--- src/rtl/tsel_pkg.sv ---
package tsel_pkg;
    localparam int DATA_W   = 32;
    localparam int ID_W     = 11;
    localparam int PRIO_LSB = 16;

    typedef enum logic [1:0] {
        SEL_DLV  = 2'd0,
        SEL_THR  = 2'd1,
        SEL_TOP  = 2'd2,
        SEL_IDLE = 2'd3
    } acc_sel_e;

    typedef struct packed {
        logic            dlv;
        logic [ID_W-1:0] thr;
        logic            irq;
    } sel_state_t;
endpackage

--- src/rtl/tsel_qual.sv ---
module tsel_qual #(
    parameter int NUM_IDS = 64,
    parameter int LIM_W   = 12
) (
    input  logic [NUM_IDS-1:0] pend_i,
    input  logic [NUM_IDS-1:0] enab_i,
    input  logic [LIM_W-1:0]   limit_i,
    output logic [NUM_IDS-1:0] qual_o
);
    for (genvar i = 0; i < NUM_IDS; i++) begin : g_id
        if (i == 0) begin : g_zero
            assign qual_o[i] = 1'b0;
        end else begin : g_live
            assign qual_o[i] = pend_i[i] & enab_i[i] & (LIM_W'(i) < limit_i);
        end
    end
endmodule

--- src/rtl/tsel_prio_enc.sv ---
module tsel_prio_enc #(
    parameter int N   = 64,
    parameter int IDW = 11
) (
    input  logic [N-1:0]   req_i,
    output logic           vld_o,
    output logic [IDW-1:0] idx_o
);
    always_comb begin
        vld_o = 1'b0;
        idx_o = '0;
        for (int i = N - 1; i >= 0; i--) begin
            if (req_i[i]) begin
                vld_o = 1'b1;
                idx_o = IDW'(i);
            end
        end
    end
endmodule

--- src/rtl/irq_top_sel.sv ---
module irq_top_sel
    import tsel_pkg::*;
#(
    parameter int NUM_IDS = 64
) (
    input  logic               clk_i,
    input  logic               rst_ni,
    input  logic [NUM_IDS-1:0] pend_i,
    input  logic [NUM_IDS-1:0] enab_i,
    input  logic [1:0]         acc_sel_i,
    input  logic               acc_wr_i,
    input  logic [DATA_W-1:0]  acc_wdata_i,
    input  logic [DATA_W-1:0]  acc_wmask_i,
    output logic [DATA_W-1:0]  acc_rdata_o,
    output logic [DATA_W-1:0]  top_o,
    output logic               clr_vld_o,
    output logic [ID_W-1:0]    clr_id_o,
    output logic               irq_o
);
    localparam int LIM_W = ID_W + 1;
    localparam logic [LIM_W-1:0] ALL_IDS = LIM_W'(NUM_IDS);

    sel_state_t cur_q, nxt_d;

    logic [LIM_W-1:0]   limit_d;
    logic [NUM_IDS-1:0] qual_d;
    logic               win_vld_d;
    logic [ID_W-1:0]    win_id_d;
    logic               unused_wdata;

    assign unused_wdata = ^acc_wdata_i[DATA_W-1:ID_W];

    always_comb begin
        if ((cur_q.thr != '0) && ({1'b0, cur_q.thr} <= ALL_IDS)) begin
            limit_d = {1'b0, cur_q.thr};
        end else begin
            limit_d = ALL_IDS;
        end
    end

    tsel_qual #(
        .NUM_IDS (NUM_IDS),
        .LIM_W   (LIM_W)
    ) u_qual (
        .pend_i  (pend_i),
        .enab_i  (enab_i),
        .limit_i (limit_d),
        .qual_o  (qual_d)
    );

    tsel_prio_enc #(
        .N   (NUM_IDS),
        .IDW (ID_W)
    ) u_enc (
        .req_i (qual_d),
        .vld_o (win_vld_d),
        .idx_o (win_id_d)
    );

    always_comb begin
        nxt_d       = cur_q;
        top_o       = '0;
        acc_rdata_o = '0;
        clr_vld_o   = 1'b0;
        clr_id_o    = win_id_d;

        if (win_vld_d) begin
            top_o[ID_W-1:0]              = win_id_d;
            top_o[PRIO_LSB +: ID_W]      = win_id_d;
        end

        unique case (acc_sel_i)
            SEL_DLV: acc_rdata_o = {{(DATA_W-1){1'b0}}, cur_q.dlv};
            SEL_THR: acc_rdata_o = {{(DATA_W-ID_W){1'b0}}, cur_q.thr};
            SEL_TOP: acc_rdata_o = top_o;
            default: acc_rdata_o = '0;
        endcase

        if (acc_wr_i) begin
            unique case (acc_sel_i)
                SEL_DLV: begin
                    if (acc_wmask_i[0]) begin
                        nxt_d.dlv = acc_wdata_i[0];
                    end
                end
                SEL_THR: begin
                    nxt_d.thr = (cur_q.thr & ~acc_wmask_i[ID_W-1:0]) |
                                (acc_wdata_i[ID_W-1:0] & acc_wmask_i[ID_W-1:0]);
                end
                SEL_TOP: begin
                    clr_vld_o = win_vld_d && (acc_wmask_i != '0);
                end
                default: ;
            endcase
        end

        nxt_d.irq = cur_q.dlv && win_vld_d;
    end

    always_ff @(posedge clk_i) begin
        if (!rst_ni) begin
            cur_q <= '0;
        end else begin
            cur_q <= nxt_d;
        end
    end

    assign irq_o = cur_q.irq;
endmodule

--- config.mk ---
export PLATFORM = sky130hd
export DESIGN_NAME = irq_top_sel
export DESIGN_NICKNAME = d
export VERILOG_FILES = /design/src/rtl/tsel_pkg.sv /design/src/rtl/tsel_qual.sv /design/src/rtl/tsel_prio_enc.sv /design/src/rtl/irq_top_sel.sv
export SDC_FILE = /design/constraint.sdc
export NUM_CORES = 1
export LEC_CHECK = 0
export ABC_AREA = 1
export BUFFER_PORTS_ARGS = -buffer_cell sky130_fd_sc_hd__buf_2
export CORE_AREA = 3 3 105 107
export DETAILED_ROUTE_END_ITERATION = 8
export DIE_AREA = 0 0 108 110
export PLACE_DENSITY = 0.66
export SKIP_CTS_REPAIR_TIMING = 1
export SLEW_MARGIN = 20
export SYNTH_ARGS = -nofsm -noshare
export SYNTH_HDL_FRONTEND = slang
export SYNTH_SLANG_ARGS = --single-unit
--- constraint.sdc ---
create_clock -name clk_i -period 6.8 [get_ports clk_i]
set_input_delay 1.7 -clock clk_i [delete_from_list [all_inputs] [get_ports clk_i]]
set_output_delay 1.7 -clock clk_i [all_outputs]
set_load 0.02 [all_outputs]
==> key figures, run 1 <==
Outcome
  – Status: finished, violations left
  – Violated checks: negative setup slack

Synthesis
  – Top cells by area, synth: nand2_1 20%, buf_4 13%, o2111ai_1 9.5%
  – Commonest register cell after synthesis: dfxtp_1
  – Syn_area_per_cell: 5.42 µm²
  – Yosys top cell area share: 19.9%
  – YS warnings: 0
  – Ys async rst share: 0%
  – Synth Area in Simple Gates: 43.3%
  – FF+latch count, synth: 13
  – Syn Inst Count: 509
  – Largest family of logic cells by synthesized area: simple AND/OR/NAND/NOR gates
  – Most numerous cell in the Yosys netlist: nand2_1
  – EDFF count, synth: 0
  – Synth Area in Adders: 0%
  – Synth Cell Area: around 2800 µm²
  – Netlist cell types: 29
  – Area leader, netlist: nand2_1
  – Synth Area in XOR/XNOR: 0%
  – Multiplexer area fraction after synthesis: 0%
  – Top post-synthesis cells by count: 146 x nand2_1, 64 x inv_1, 64 x nor2_1, 46 x buf_4, 30 x o2111ai_1
  – Sequential fraction of the synthesis area: 9.43%
  – Compound-gate portion of the synthesized area: 24.5%

Global route
  – Vias in the first global route: 3525
  – First-pass GRT wire length: 17000 µm
  – Initial antenna violation count: 0
  – Gr usage total: around 18%
  – Total gr overflow: 0
  – Largest net degree at the start of global routing: 15

Route
  – Initial DRC count: 114
  – Antenna Nets Post-Route: 0
  – First-pass DRT Iterations: 4
  – Vias per std cell: between 4 and 5
  – Routed WL: 11900 µm
  – Residual DRC count: 0
  – Drt wl/cell: approximately 14 µm
  – Detailed-route via count: 3937

Layout
  – Area growth, synth to finish: 45.3%
  – Antenna Cells: 0
  – Share of cells above drive strength 1: 34.9%
  – Fillers: around 1200
  – Nets: 926

Floorplan
  – Die Y: 110 µm
  – Die ar.: 11900 µm²
  – Chip width: 108 µm
  – Starting Density: between 20% and 30%
  – Rows: 37
  – IO Pins: 274
  – Core Area: 10200 µm²

Power and ir drop
  – Total power: 538 µW
  – Sequential power share: about 15%
  – Leakage: ~2.4 nW
  – Int Pwr: 263 µW
  – PD cells: 134 nW/µm²
  – Clock power frac: 13.2%
  – Power share of the combinational group: a little under three quarters
  – P_sw: 275 µW
  – Switch share: 51.1%
  – Peak supply drop: about 0.086 mV

STA
  – Hold slack final: 0.491 ns
  – Setup Viol. Count Final: 5
  – FMAX: 142 MHz
  – Max Slew Vio Count: 0
  – Worst-margin pin slew: about 0.76 ns
  – Hold Fails Final Rpt: 0
  – Minimum clock period: 7.06 ns
  – RSZ-0062 raised after global routing: yes
  – Rel. slew slack: between 40 and 50%
  – Crit share post-route: 104%
  – Final worst slack: -0.258 ns
  – Skew final: 0.00167 ns

Critical path
  – Crit end category: output pin
  – Worst r2r dst: irq_o
  – R2R setup slack: 2.77 ns
  – WP data required: 5.10 ns
  – CP most frequent cell: nand2_1
  – Worst setup SP type: input pin
  – Max incr delay on CP: 0.12 ns
  – CP max stage cell: buf_6
  – Register-to-Register Path Depth: 16
  – Path type of the worst setup path: in2out
  – Crit path max fanout: 2
  – Worst endpoint data arrival time: 5.36 ns

Flow run
  – Max-cap viol count: 0

Clock network
  – CTS tree: built
  – Clk sinks: 13
  – Clk_lat worst skew: 0.24 ns
  – Reg clk slew, reported paths: around 0.06 ns
  – CTS Buf Count: 3
  – CTS H-Tree Depth: 1
  – Clock Path Buffers: 2
  – Clock tree root driver cell: clkbuf_8

Placement
  – GP Congestion: 0.841
  – Port-buffer cells: 210
  – HPWL after detailed placement: 10200 µm

Hold path
  – Hold Crit Endpoint: irq_o
  – Hold_sp: cur_q[12]
  – Hold path cells: 2
  – Hold crit path type: reg2reg
==> critical path: cells and delay by family <==
family / cells / cell delay (ns)
AND/OR/NAND/NOR: 65 / 3.51
buffers and inverters: 2 / 0.19
==> kinds of logic after synthesis <==
kind of cell	count (synthesis)
buf+inv	120
flops	13
compound gates	98
other cells	1
simple gates	277
==> metal layers <==
layer	vias up	GRT usage [%]	wire (µm)
met3	11	1.75	815
met2	161	34.3	6100
met1	1677	22.2	4880
li1	2088	-	-
met4	0	3.43	119
met5	-	0	0
==> layout by cell type (no fill, tap or decap), types with 4 or more instances in the layout <==
master,instances
o211ai_1,6
buf_6,7
nor2_1,62
o2111ai_1,30
nand2_1,142
a21oi_1,20
inv_2,6
a31oi_1,13
nand3_1,24
nand2_4,4
conb_1,40
nand2_2,4
buf_4,16
nor2_2,7
and3_1,6
o21ai_0,18
inv_1,63
nor4_1,11
buf_2,203
nor3_1,4
nand4_1,10
dfxtp_1,13
==> power groups by stage <==
stage / Combinational [mW] / Clock [mW] / Sequential, mW
after floorplan: 0.268 / 0 / 0.0822
after global placement: 0.368 / 0 / 0.0825
after detailed placement: 0.368 / 0 / 0.0825
after CTS: 0.370 / 0.0719 / 0.0809
after global routing: 0.435 / 0.0756 / 0.0812
final: 0.386 / 0.0712 / 0.0808
==> worst max path at each step <==
stage | start | to | slack [ns] | cells past startpoint
floorplan | pend_i[62] | top_o[16] | 0.14 | 64
global placement | pend_i[62] | acc_rdata_o[0] | -0.32 | 67
detailed placement | pend_i[62] | acc_rdata_o[0] | -0.30 | 67
CTS | pend_i[62] | acc_rdata_o[0] | -0.32 | 67
global route | pend_i[62] | acc_rdata_o[0] | -0.86 | 67
finish | pend_i[62] | acc_rdata_o[0] | -0.26 | 67
==> cell type report <==
type / instances / area [µm²] / share of cell area (%)
Inverter: 70 / 263 / 6.55
Tap cell: 136 / 170 / 4.24
Clock buffer: 4 / 45.0 / 1.12
Multi-Input combinational cell: 415 / 2060 / 51.3
Sequential cell: 13 / 260 / 6.49
Timing Repair Buffer: 226 / 1210 / 30.3
==> stage by stage <==
| stage | cells | instance area, µm² | TNS, ns | utilization, % | setup WS, ns |
|---|---|---|---|---|---|
| floorplan | 548 | 2910 | 0 | - | 0.141 |
| global placement | 859 | 3880 | -1.27 | 37.9 | -0.321 |
| detailed placement | 859 | 3880 | -1.14 | 37.9 | -0.296 |
| CTS | 863 | 3930 | -1.26 | 38.4 | -0.321 |
| global route | 864 | 4010 | -4.04 | 39.2 | -0.863 |
| finish | 864 | 4010 | -1.05 | 39.2 | -0.258 |
(Power assumes the default switching activity.)
==> inputs of run 2 (changes only) <==
--- a/config.mk
+++ b/config.mk
@@ -11,8 +11,9 @@
 export DETAILED_ROUTE_END_ITERATION = 8
 export DIE_AREA = 0 0 108 110
 export PLACE_DENSITY = 0.66
+export REMOVE_ABC_BUFFERS = 1
 export SKIP_CTS_REPAIR_TIMING = 1
-export SLEW_MARGIN = 20
+export SLEW_MARGIN = 10
 export SYNTH_ARGS = -nofsm -noshare
 export SYNTH_HDL_FRONTEND = slang
 export SYNTH_SLANG_ARGS = --single-unit
==> run 2 against run 1 <==
Against the previous run:
- the run still ends with negative setup slack left
- utilization shrank 0.35 points
- global-route usage increased by 0.29 points
- wire length shrank 0.23%
- first-iteration DRC count grew 57%
- clock power down 2%
- fmax shrank 0.67%
- critical path type unchanged
- largest cell class unchanged
==> key figures, run 2 (synthesized netlist as in run 1, its figures left out) <==
Outcome
  – Status: finished, violations left
  – Violated checks: negative setup slack

Route
  – Detailed-route via count: 4020
  – Vias per std cell: 4.66
  – Antenna Nets Post-Route: 0
  – Routed WL: 11900 µm
  – First-pass DRT Iterations: 4
  – Initial DRC count: 179
  – Residual DRC count: 0
  – Drt wl/cell: approximately 14 µm

Layout
  – Antenna Cells: 0
  – Nets: 925
  – Fillers: 1177
  – Commonest non-fill, non-tap cell in the layout: buf_2
  – Fin area: 3980 µm²
  – Most frequent cells in the layout: 204 x buf_2, 144 x nand2_1, 63 x inv_1, 63 x nor2_1, 40 x conb_1
  – Area growth, synth to finish: 44.0%
  – Share of cells above drive strength 1: between 30% and 40%
  – Post-layout util: 38.9%

Critical path
  – Worst endpoint data arrival time: 5.41 ns
  – Path type of the worst setup path: in2out
  – Register-to-Register Path Depth: 18
  – R2R setup slack: 2.58 ns
  – WP data required: 5.10 ns
  – Worst setup SP type: input pin
  – CP startpoint: pend_i[62]
  – CP most frequent cell: nand2_1
  – Worst Setup EP: acc_rdata_o[0]
  – Worst r2r dst: irq_o
  – Crit end category: output pin
  – CP max stage cell: buf_6
  – Max incr delay on CP: 0.13 ns
  – Crit path max fanout: 2

Floorplan
  – Starting Density: 27.0%
  – Die Y: approximately 110 µm
  – IO Pins: 274
  – Chip width: between 100 and 150 µm
  – Rows: 37
  – Die ar.: 11900 µm²
  – Core Area: 10200 µm²

Flow run
  – Max-cap viol count: 0

Power and ir drop
  – Int Pwr: 257 µW
  – Leakage: 2.40 nW
  – PD cells: 133 nW/µm²
  – P_sw: 272 µW
  – Power share of the combinational group: between 70 and 80%
  – Sequential power share: 15.3%
  – Clock power frac: roughly an eighth
  – Switch share: between 50% and 60%
  – Peak supply drop: between 0.08 and 0.09 mV

Placement
  – Pre-CTS WS: -0.305 ns
  – HPWL after detailed placement: 10600 µm
  – DP Area: around 3900 µm²
  – Port-buffer cells: 210
  – GP Congestion: 0.789

STA
  – FMAX: about 140 MHz
  – Crit share post-route: 104%
  – Sum Neg Setup Slack: -1.21 ns
  – Setup Viol. Count Final: 5
  – Skew final: about 0.0034 ns
  – Worst-margin pin slew: 0.786 ns
  – Minimum clock period: 7.11 ns
  – Final worst slack: -0.306 ns
  – Hold Fails Final Rpt: 0
  – Rel. slew slack: a little under half
  – Max Slew Vio Count: 0
  – RSZ-0062 raised after global routing: yes

Global route
  – Gr usage total: 18.4%
  – Largest net degree at the start of global routing: 15
  – Vias in the first global route: 3591
  – First-pass GRT wire length: 17200 µm
  – Initial antenna violation count: 0
  – Total gr overflow: 0

Clock network
  – CTS tree: built
  – CTS Buf Count: 3
  – Clk sinks: 13
  – Clock tree root driver cell: clkbuf_8
  – Reg clk slew, reported paths: 0.06 ns
  – Clk_lat worst skew: 0.24 ns
  – Clock Path Buffers: 2
  – CTS H-Tree Depth: 1

Hold path
  – Hold crit path type: reg2reg
## run 2: changes by cell type in the layout (fill, tap and decap cells not counted), sizes merged
cell  change
buf       -1
## run 2: per-layer routing
layer	track usage (%)	share of wire [%]
met5	0	0
met4	2.16	0.61
met3	1.92	7.7
met2	34.5	49
met1	23.2	43
## run 2: how the worst min path moves through the flow
stage / to / from / cells after the start / slack, ns
final: register / register / 2 / 0.47
after floorplan: irq_o / cur_q[12] / 2 / 0.44
after global routing: register / register / 2 / 0.53
after detailed placement: register / register / 2 / 0.47
after CTS: register / register / 2 / 0.48
after global placement: register / register / 2 / 0.46
## run 2: area by class of cell
| class | count | area (µm²) | area share [%] |
|---|---|---|---|
| clock buffer | 4 | 45.0 | 1.13 |
| inverter | 70 | 263 | 6.61 |
| multi-input combinational | 415 | 2040 | 51.2 |
| sequential | 13 | 260 | 6.55 |
| tap | 136 | 170 | 4.28 |
| timing repair buffer | 225 | 1200 | 30.2 |
## run 2: power groups by stage
stage	Clock, mW	Combinational, mW	Sequential, mW
2_1_floorplan	0	0.240	0.0822
4_1_cts	0.0715	0.369	0.0808
3_5_place_dp	0	0.368	0.0824
5_1_grt	0.0743	0.425	0.0811
6_report	0.0699	0.378	0.0808
3_3_place_gp	0	0.367	0.0824
## run 2: per-stage QoR
stage / power (mW) / hold WS, ns / std cells
final: 0.529 / 0.474 / 863
after global routing: 0.580 / 0.525 / 863
after CTS: 0.522 / 0.477 / 862
after detailed placement: 0.450 / 0.468 / 858
after global placement: 0.449 / 0.465 / 858
after floorplan: 0.322 / 0.445 / 498
## run 2: worst max-delay path: cells and delay by family
| kind | cells | cell delay (ns) |
|---|---|---|
| and+or+nand+nor | 65 | 3.52 |
| buffers and inverters | 2 | 0.20 |
